[config.mk]
export PLATFORM = sky130hd
export DESIGN_NAME = hold_ctrl
export DESIGN_NICKNAME = d
export VERILOG_FILES = /design/src/rtl/ahl_pkg.sv /design/src/rtl/zero_counter.sv /design/src/rtl/threshold_judges.sv /design/src/rtl/aging_monitor.sv /design/src/rtl/hold_ctrl.sv
export SDC_FILE = /design/constraint.sdc
export NUM_CORES = 1
export LEC_CHECK = 0
export BUFFER_PORTS_ARGS = -buffer_cell sky130_fd_sc_hd__buf_4
export CORE_ASPECT_RATIO = 0.8
export CORE_MARGIN = 10
export CORE_UTILIZATION = 42
export CTS_CLUSTER_SIZE = 30
export DETAILED_ROUTE_END_ITERATION = 8
export PLACE_DENSITY = 0.68
export REMOVE_ABC_BUFFERS = 1
export SLEW_MARGIN = 20
export SYNTH_ARGS = -nofsm -noshare
export SYNTH_HDL_FRONTEND = slang
export SYNTH_SLANG_ARGS = --single-unit
export TNS_END_PERCENT = 100
[constraint.sdc]
create_clock -name clk -period 7.65 [get_ports clk]
set_clock_uncertainty 0.2 [all_clocks]
set_input_delay 1.53 -clock clk [delete_from_list [all_inputs] [get_ports clk]]
set_output_delay 1.53 -clock clk [all_outputs]
set_load 0.05 [all_outputs]
[src/rtl/ahl_pkg.sv]
// Shared types and helpers for the adaptive hold logic unit.
// Assumes: nothing beyond IEEE 1800-2017 elaboration rules.
package ahl_pkg;

    // Which zero-count threshold is in force.
    typedef enum logic {
        JUDGE_FRESH = 1'b0,
        JUDGE_AGED  = 1'b1
    } judge_sel_e;

    // Width needed to hold a count from 0 to n inclusive.
    function automatic int count_width(input int n);
        return (n < 1) ? 1 : $clog2(n + 1);
    endfunction

endpackage

[src/rtl/zero_counter.sv]
// Population count of zero bits in an operand, purely combinational.
// Assumes: W >= 1; the count width covers 0..W.
module zero_counter #(
    parameter int W  = 16,
    parameter int CW = ahl_pkg::count_width(W)
) (
    input  logic [W-1:0]  op,
    output logic [CW-1:0] zeros
);
    // Add up the inverted operand bits.
    always_comb begin
        zeros = '0;
        for (int i = 0; i < W; i++) begin
            zeros = zeros + {{(CW-1){1'b0}}, ~op[i]};
        end
    end
endmodule

[src/rtl/threshold_judges.sv]
// Two judges that grant a one-cycle slot when the zero count beats their
// threshold (ZTH and ZTH+1). A selector picks the one in force.
// Assumes: ZTH + 1 fits in a 32-bit int.
module threshold_judges #(
    parameter int CW  = 5,
    parameter int ZTH = 8
) (
    input  logic              [CW-1:0] zeros,
    input  ahl_pkg::judge_sel_e        sel,
    output logic                       one_cycle
);
    logic [1:0] pass;

    // One comparator per judge; judge k needs more than ZTH+k zeros.
    for (genvar k = 0; k < 2; k++) begin : g_judge
        localparam int T = ZTH + k;
        assign pass[k] = (int'(zeros) > T);
    end

    // Route the selected judge's verdict to the output.
    always_comb begin
        unique case (sel)
            ahl_pkg::JUDGE_FRESH: one_cycle = pass[0];
            ahl_pkg::JUDGE_AGED:  one_cycle = pass[1];
            default:              one_cycle = pass[0];
        endcase
    end
endmodule

[src/rtl/aging_monitor.sv]
// Counts error pulses across windows of accepted operations. The aged flag
// is set when a closing window holds more than ERR_LIMIT errors.
// Assumes: WIN_OPS >= 2; the flag stays set until reset.
module aging_monitor #(
    parameter int WIN_OPS   = 256,
    parameter int ERR_LIMIT = 4
) (
    input  logic clk,
    input  logic rst_n,
    input  logic op_accept,
    input  logic err_pulse,
    output logic aged
);
    localparam int WW = ahl_pkg::count_width(WIN_OPS - 1);
    localparam int EW = ahl_pkg::count_width(ERR_LIMIT + 1);
    localparam logic [WW-1:0] WLAST = WW'(WIN_OPS - 1);
    localparam logic [EW-1:0] ESAT  = EW'(ERR_LIMIT + 1);

    logic [WW-1:0] win_cnt;
    logic [EW-1:0] err_cnt;
    logic [EW-1:0] err_next;
    logic          win_close;

    // Error count including this cycle's pulse, saturating one above the limit.
    always_comb begin
        err_next  = (err_pulse && (err_cnt != ESAT)) ? err_cnt + 1'b1 : err_cnt;
        win_close = op_accept && (win_cnt == WLAST);
    end

    // Advance the window, gather errors and latch the sticky aged flag.
    always_ff @(posedge clk) begin
        if (!rst_n) begin
            win_cnt <= '0;
            err_cnt <= '0;
            aged    <= 1'b0;
        end else if (win_close) begin
            win_cnt <= '0;
            err_cnt <= '0;
            if (err_next == ESAT) aged <= 1'b1;
        end else begin
            if (op_accept) win_cnt <= win_cnt + 1'b1;
            err_cnt <= err_next;
        end
    end
endmodule

[src/rtl/hold_ctrl.sv]
// Adaptive hold logic top. It picks the operand to judge, counts its zeros,
// applies the threshold chosen by the aging monitor, and drives the
// input-register enable through a flop that can stall for one cycle at most.
// Assumes: the operands are stable for the cycle being judged; err_pulse and
// op_accept are single-cycle strobes.
module hold_ctrl #(
    parameter int OP_W      = 16,
    parameter int ZTH       = 8,
    parameter int WIN_OPS   = 256,
    parameter int ERR_LIMIT = 4
) (
    input  logic            clk,
    input  logic            rst_n,
    input  logic            row_mode,
    input  logic [OP_W-1:0] multiplicand,
    input  logic [OP_W-1:0] multiplicator,
    input  logic            err_pulse,
    input  logic            op_accept,
    output logic            load_en
);
    localparam int CW = ahl_pkg::count_width(OP_W);

    logic [OP_W-1:0]     judged_op;
    logic [CW-1:0]       zeros;
    logic                aged;
    logic                one_cycle;
    ahl_pkg::judge_sel_e sel;

    // Choose the operand that governs bypassing in this array style.
    always_comb begin
        judged_op = row_mode ? multiplicator : multiplicand;
        sel       = aged ? ahl_pkg::JUDGE_AGED : ahl_pkg::JUDGE_FRESH;
    end

    zero_counter #(.W(OP_W), .CW(CW)) u_zc (
        .op    (judged_op),
        .zeros (zeros)
    );

    threshold_judges #(.CW(CW), .ZTH(ZTH)) u_judge (
        .zeros     (zeros),
        .sel       (sel),
        .one_cycle (one_cycle)
    );

    aging_monitor #(.WIN_OPS(WIN_OPS), .ERR_LIMIT(ERR_LIMIT)) u_age (
        .clk       (clk),
        .rst_n     (rst_n),
        .op_accept (op_accept),
        .err_pulse (err_pulse),
        .aged      (aged)
    );

    // Enable flop: the next state is the verdict ORed with the inverted state.
    always_ff @(posedge clk) begin
        if (!rst_n) load_en <= 1'b1;
        else        load_en <= one_cycle | ~load_en;
    end
endmodule

Yosys cells after proc, flatten, opt, wreduce, memory -nomap -nowiden
Index checks and enable logic that the tools add are counted.
- bitwise operators: 20
- magnitude comparators: 2
- reduce and logical (&&, ||, !) cells: 4
- add/subtract/negate cells: 17
- multiplexer cells: 4
- eq/ne operators: 3
- operators with widths (kind ; count):
    adder 5 x 1 -> 5 bit ; 14
    inverter 1 bit ; 19
    2-to-1 mux 16 bit ; 1
    greater-than comparator 5 x 4 -> 1 bit (second input constant) ; 2
    adder 8 x 1 -> 8 bit (second input constant) ; 1
    == test 8 bit (second input constant) ; 1
    adder 3 x 1 -> 3 bit (second input constant) ; 1
    == test 3 bit (second input constant) ; 1
    2-to-1 mux 3 bit ; 1
    inequality test 3 bit (second input constant) ; 1
    adder 1 x 1 -> 2 bit ; 1
    logical AND 1 bit ; 2
    case mux 1 bit (2 select lines) ; 1
    AND reduction 2 bit ; 1
    OR reduction 2 bit ; 1
    2-to-1 mux 1 bit ; 1
    bitwise OR 1 bit ; 1
- output and inout port bits: 1
- register bits after elaboration: 13

Depth between registers and ports, before layout
- depth after elaboration: 20
- mapped depth: 18
- gate-level depth less buffers: 16

Hierarchy
From an unflattened synthesis, not the netlist that was laid out.
- cells, all modules: 136
- area, all modules: 1301.2 um2
- by module, submodules not included (module ; instances ; sequential area each (um2) ; area an instance (um2) ; cells each):
    aging_monitor ; 1 ; 240.2 ; 593.1 ; 64
    zero_counter ; 1 ; 0.0 ; 411.6 ; 48
    hold_ctrl ; 1 ; 20.0 ; 276.5 ; 20
    threshold_judges ; 1 ; 0.0 ; 20.0 ; 4

Worst setup path before layout
Ideal clock, no wire load.
- path kind: input to register
- start: input row_mode
- end: register load_en
- data arrival time: 6.127 ns
- setup time: 0.166 ns
- path slack: 1.157 ns
- stages: 17
- path buffers: 2
- cell sequence: buf_2 > buf_2 > mux2i_1 > ha_1 > inv_1 > fa_1 > fa_1 > inv_1 > fa_1 > fa_1 > inv_1 > fa_1 > inv_1 > fa_1 > or3_1 > a221oi_1 > o311ai_0
- cells in the longest elaborated chain, start to end: 20
- ends and longest elaborated chain (item ; RTL line ; RTL):
    from (decl) ; hold_ctrl.sv:14 ; input logic row_mode,
    2-to-1 mux 16 bit (*) ; hold_ctrl.sv:31 ; judged_op = row_mode ? multiplicator : multiplicand;
    inverter 1 bit ; zero_counter.sv:14 ; zeros = zeros + {{(CW-1){1'b0}}, ~op[i]};
    adder 1 x 1 -> 2 bit ; zero_counter.sv:14 ;
    adder 5 x 1 -> 5 bit (13 in a row) ; zero_counter.sv:14 ;
    adder 5 x 1 -> 5 bit (*) ; zero_counter.sv:14 ;
    greater-than comparator 5 x 4 -> 1 bit ; threshold_judges.sv:17 ; assign pass[k] = (int'(zeros) > T);
    case mux 1 bit (2 select lines) (*) ; threshold_judges.sv:22 ; unique case (sel)
    bitwise OR 1 bit (*) ; hold_ctrl.sv:57 ; else load_en <= one_cycle | ~load_en;
    to (signal assigned) ; hold_ctrl.sv:57 ;
    to (decl) ; hold_ctrl.sv:19 ; output logic load_en
Mark *: on every way between the ends. The rest lies on a longest branch, timed or not.
A chain may end at the register's enable or synchronous reset.

Final worst setup path
Ends and elaborated chain as after synthesis.

==> metrics.md <==
| Metric | Value |
|---|---|
| Status | `finished, final reports clean` |
| Met1 Use GR | `about an eighth` |
| Height of the die | `around 67 microns` |
| Final setup viols | `0` |
| Area after DPL | `0.001465 sq mm` |
| Core area | `0.002542 sq mm` |
| Area Overhead vs Synth | `28.17%` |
| Seq cells post-synth | `13` |
| Crit path time final | `6.138 ns` |
| Non-filler cells, final | `between 150 and 200` |
| Drt initial violations | `21` |
| Post-CTS Hold Buffers | `0` |
| Primary FF master, synth | `dfxtp_1` |
| P per Cell Area | `roughly 210 mW/mm^2` |
| Critical Path AT | `approximately 6 ns` |
| Gr usage total | `a little over a tenth` |
| Post-synth EDFFs | `0` |
| WP data required | `roughly 7.6 ns` |
| Postcts setup bufs | `0` |
| R2r endpoint | `u_age.aged` |
| Hold_sp | `load_en` |
| Least-Margin Pin Slew | `~0.28 ns` |
| Total clock sinks | `13` |
| Number of global-route vias before repair | `roughly 1000` |
| Flop2flop setup slack | `roughly 5.9 ns` |
| Clock power frac | `between 10 and 15%` |
| Grt ovf | `0` |
| Crit path max-delay cell type | `fa_1` |
| NumNets Final | `215` |
| Clk Latency, worst-skew pair | `about 0.28 ns` |
| Buffers on Ports | `37` |
| CP peak stage delay | `between 0.5 and 0.6 ns` |
| Max Cap Viol | `0` |
| Startpoint types | `primary input` |
| Post-Synthesis Cells | `121` |
| CTS H-tree lvls | `1` |
| CP Capture Type | `flip-flop` |
| Sw Ratio | `between 40% and 50%` |
| Hold path cells | `1` |
| Final WL | `about 2.6 mm` |
| Design area | `0.001491 sq mm` |
| Post-route ant nets | `0` |
| Number of fill cells | `232` |
| First-pass GRT wire length | `approximately 4.6 mm` |
| Root buffer cell | `clkbuf_4` |
| Hold crit path type | `flip-flop to flip-flop` |
| Placement row count | `16` |
| Hold endpoint | `load_en` |
| P_int | `between 150 and 200 uW` |
| Diodes inserted | `0` |
| Peak fanout along the critical path | `16` |
| Crit path launch | `row_mode` |
| DP Cell Count | `~190` |
| CTS tree | `done` |
| Cell Chain, Critical Path | `buf_4, mux2i_1, ha_1, inv_1, fa_1, fa_1, inv_1, fa_1, fa_1, inv_1, fa_1, inv_1, fa_1, or3_1, a221oi_1, o311ai_0` |
| # IOs | `38` |
| Reg power frac | `24.9%` |
| Combinational share of power | `between 60 and 70%` |
| Detailed-placement wirelength estimate | `2.297 mm` |
| Clock slew at reported path FFs | `approximately 0.08 ns` |
| TritonCTS buffer count | `3` |
| Final period utilization | `80.24%` |
| Pleak | `between 0.0006 and 0.0007 uW` |
| Reg2reg path depth | `5` |
| Max clock buf depth | `2` |
| FMAX | `162.9 MHz` |
| Mean Syn Cell Area | `about 9.6 sq um` |
| Area of the multi-input gates | `slightly above 800 sq um` |
| M3 GR Usage | `between 4 and 5%` |
| Worst Setup Slack, final | `around 1.5 ns` |
| Largest net degree at the start of global routing | `17` |
| Die X | `78.85 microns` |
| Ys Warns | `0` |
| Cell variety after synth | `33` |
| Crit path top cell by count | `fa_1` |
| Register area share after synthesis | `between 20 and 25%` |
| GRT busiest layer | `met2` |
| Netlist Area Pre-Place | `0.001164 sq mm` |
| Hold Vio Cnt, Final | `0` |
| Worst-case vdd ir drop | `~0.13 mV` |
| Pre-CTS WS | `roughly 1.1 ns` |
| Die area | `0.005289 sq mm` |
| Final setup TNS | `0 ns` |
| Initial antenna violation count | `0` |
| Drt drc | `0` |
| RR Startpoint | `u_age.err_cnt[0]` |
| Fin. max-slew vios | `0` |
| Sw Pwr | `around 130 uW` |
| RePlAce Congestion | `between 0.7 and 0.8` |
| RSZ-0062 raised after global routing | `no` |
| Register area | `between 200 and 300 sq um` |
| Wire per inst | `roughly 14 microns` |
| Post-CTS resize count | `0` |
| Share of layout cells above drive strength 1 | `between 30% and 40%` |
| Max-slew headroom | `about four fifths` |
| Via Count | `~970` |
| Vias per std cell | `about 5.0` |
| Starting Density | `between 40% and 50%` |
| Critical path class | `primary input to flip-flop` |
| DR pass1 iterations | `4` |
| Async SR Flop Fraction | `0%` |
| Met2 usage | `between 10% and 20%` |
## cell usage in the layout, fill, tap and decap left out, types with 2 or more instances in the layout
cell type  count
buf_4         37
nor2_1        11
nand4_1        3
or3_1          3
xor2_1         5
inv_1         14
nand2_1        4
nand3_1        2
fa_1          10
nor2b_1        3
dfxtp_1       13
clkbuf_4       3
ha_1           8
xnor2_1        2
mux2_2        11
o21ai_0        2
a21oi_1        6
mux2i_1        6
## sequential cells by signal (all words and copies together) (netlist names)
signal	count
u_age.win_cnt	8
u_age.err_cnt	3
load_en	1
u_age.aged	1
## power groups by stage
stage	logic (uW)	clock network [uW]	registers [uW]
after global placement	184	0	79.0
final	190	44.6	77.8
after floorplan	136	0	84.6
after CTS	195	46.4	77.6
after detailed placement	193	0	79.0
after global routing	221	49.1	78.2
## through the flow
step	hold slack [ns]	power, uW	util, %
after detailed placement	0.2327	271.5	57.63
after global routing	0.2856	348.4	58.66
after CTS	0.2513	318.7	58.66
final	0.2559	312.5	58.66
after floorplan	0.2184	221.0	-
after global placement	0.2266	263.1	57.63
## layer usage
metal / share of wire [%] / wire length, microns
met3: 6.2 / 163
met1: 46 / 1222
met5: 0 / 0
met4: 0 / 0
met2: 47 / 1248
## logic make-up (layout without fill, tap and decap cells)
| kind of cell | after synthesis | in the layout | share of synthesized area (%) |
|---|---|---|---|
| AND/OR/NAND/NOR | 32 | 32 | 14.73 |
| adder cells (fa/ha/maj) | 18 | 18 | 25.81 |
| buffers and inverters | 17 | 55 | 6.344 |
| XOR/XNOR | 7 | 7 | 5.269 |
| flip-flops | 13 | 13 | 22.37 |
| multiplexers | 17 | 17 | 15.81 |
| AO/OA/AOI/OAI | 17 | 17 | 9.679 |
## area by class of cell
type | count | area share, %
flip-flops and latches | 13 | 17.45
repair buffers | 37 | 18.62
well taps | 36 | 3.020
multi-input cells | 91 | 55.62
clock buffers | 4 | 1.762
inverters | 14 | 3.523
## Yosys cell counts, drive strengths merged (4+ instances only)
| cell | number | area, sq um |
|---|---|---|
| a21oi | 6 | 30.03 |
| dfxtp | 13 | 260.3 |
| fa | 10 | 200.2 |
| ha | 8 | 100.1 |
| inv | 14 | 52.55 |
| mux2 | 11 | 123.9 |
| mux2i | 6 | 60.06 |
| nand2 | 4 | 15.01 |
| nor2 | 11 | 41.29 |
| xor2 | 5 | 43.79 |
## worst max path at each step
stage,endpoint,slack (ns),cells past startpoint
5_1_grt,load_en,1.24,16
2_1_floorplan,load_en,1.57,15
3_5_place_dp,load_en,1.13,16
4_1_cts,load_en,1.47,16
3_3_place_gp,load_en,1.27,16
6_report,load_en,1.51,16
## critical path, delay by kind of cell
family	cells	cell delay [ns]
muxes	1	0.22
and+or+nand+nor	1	0.40
adders and majority gates	7	3.07
buffers and inverters	5	0.48
AOI/OAI and AO/OA	2	0.38
(Power assumes the default switching activity.)
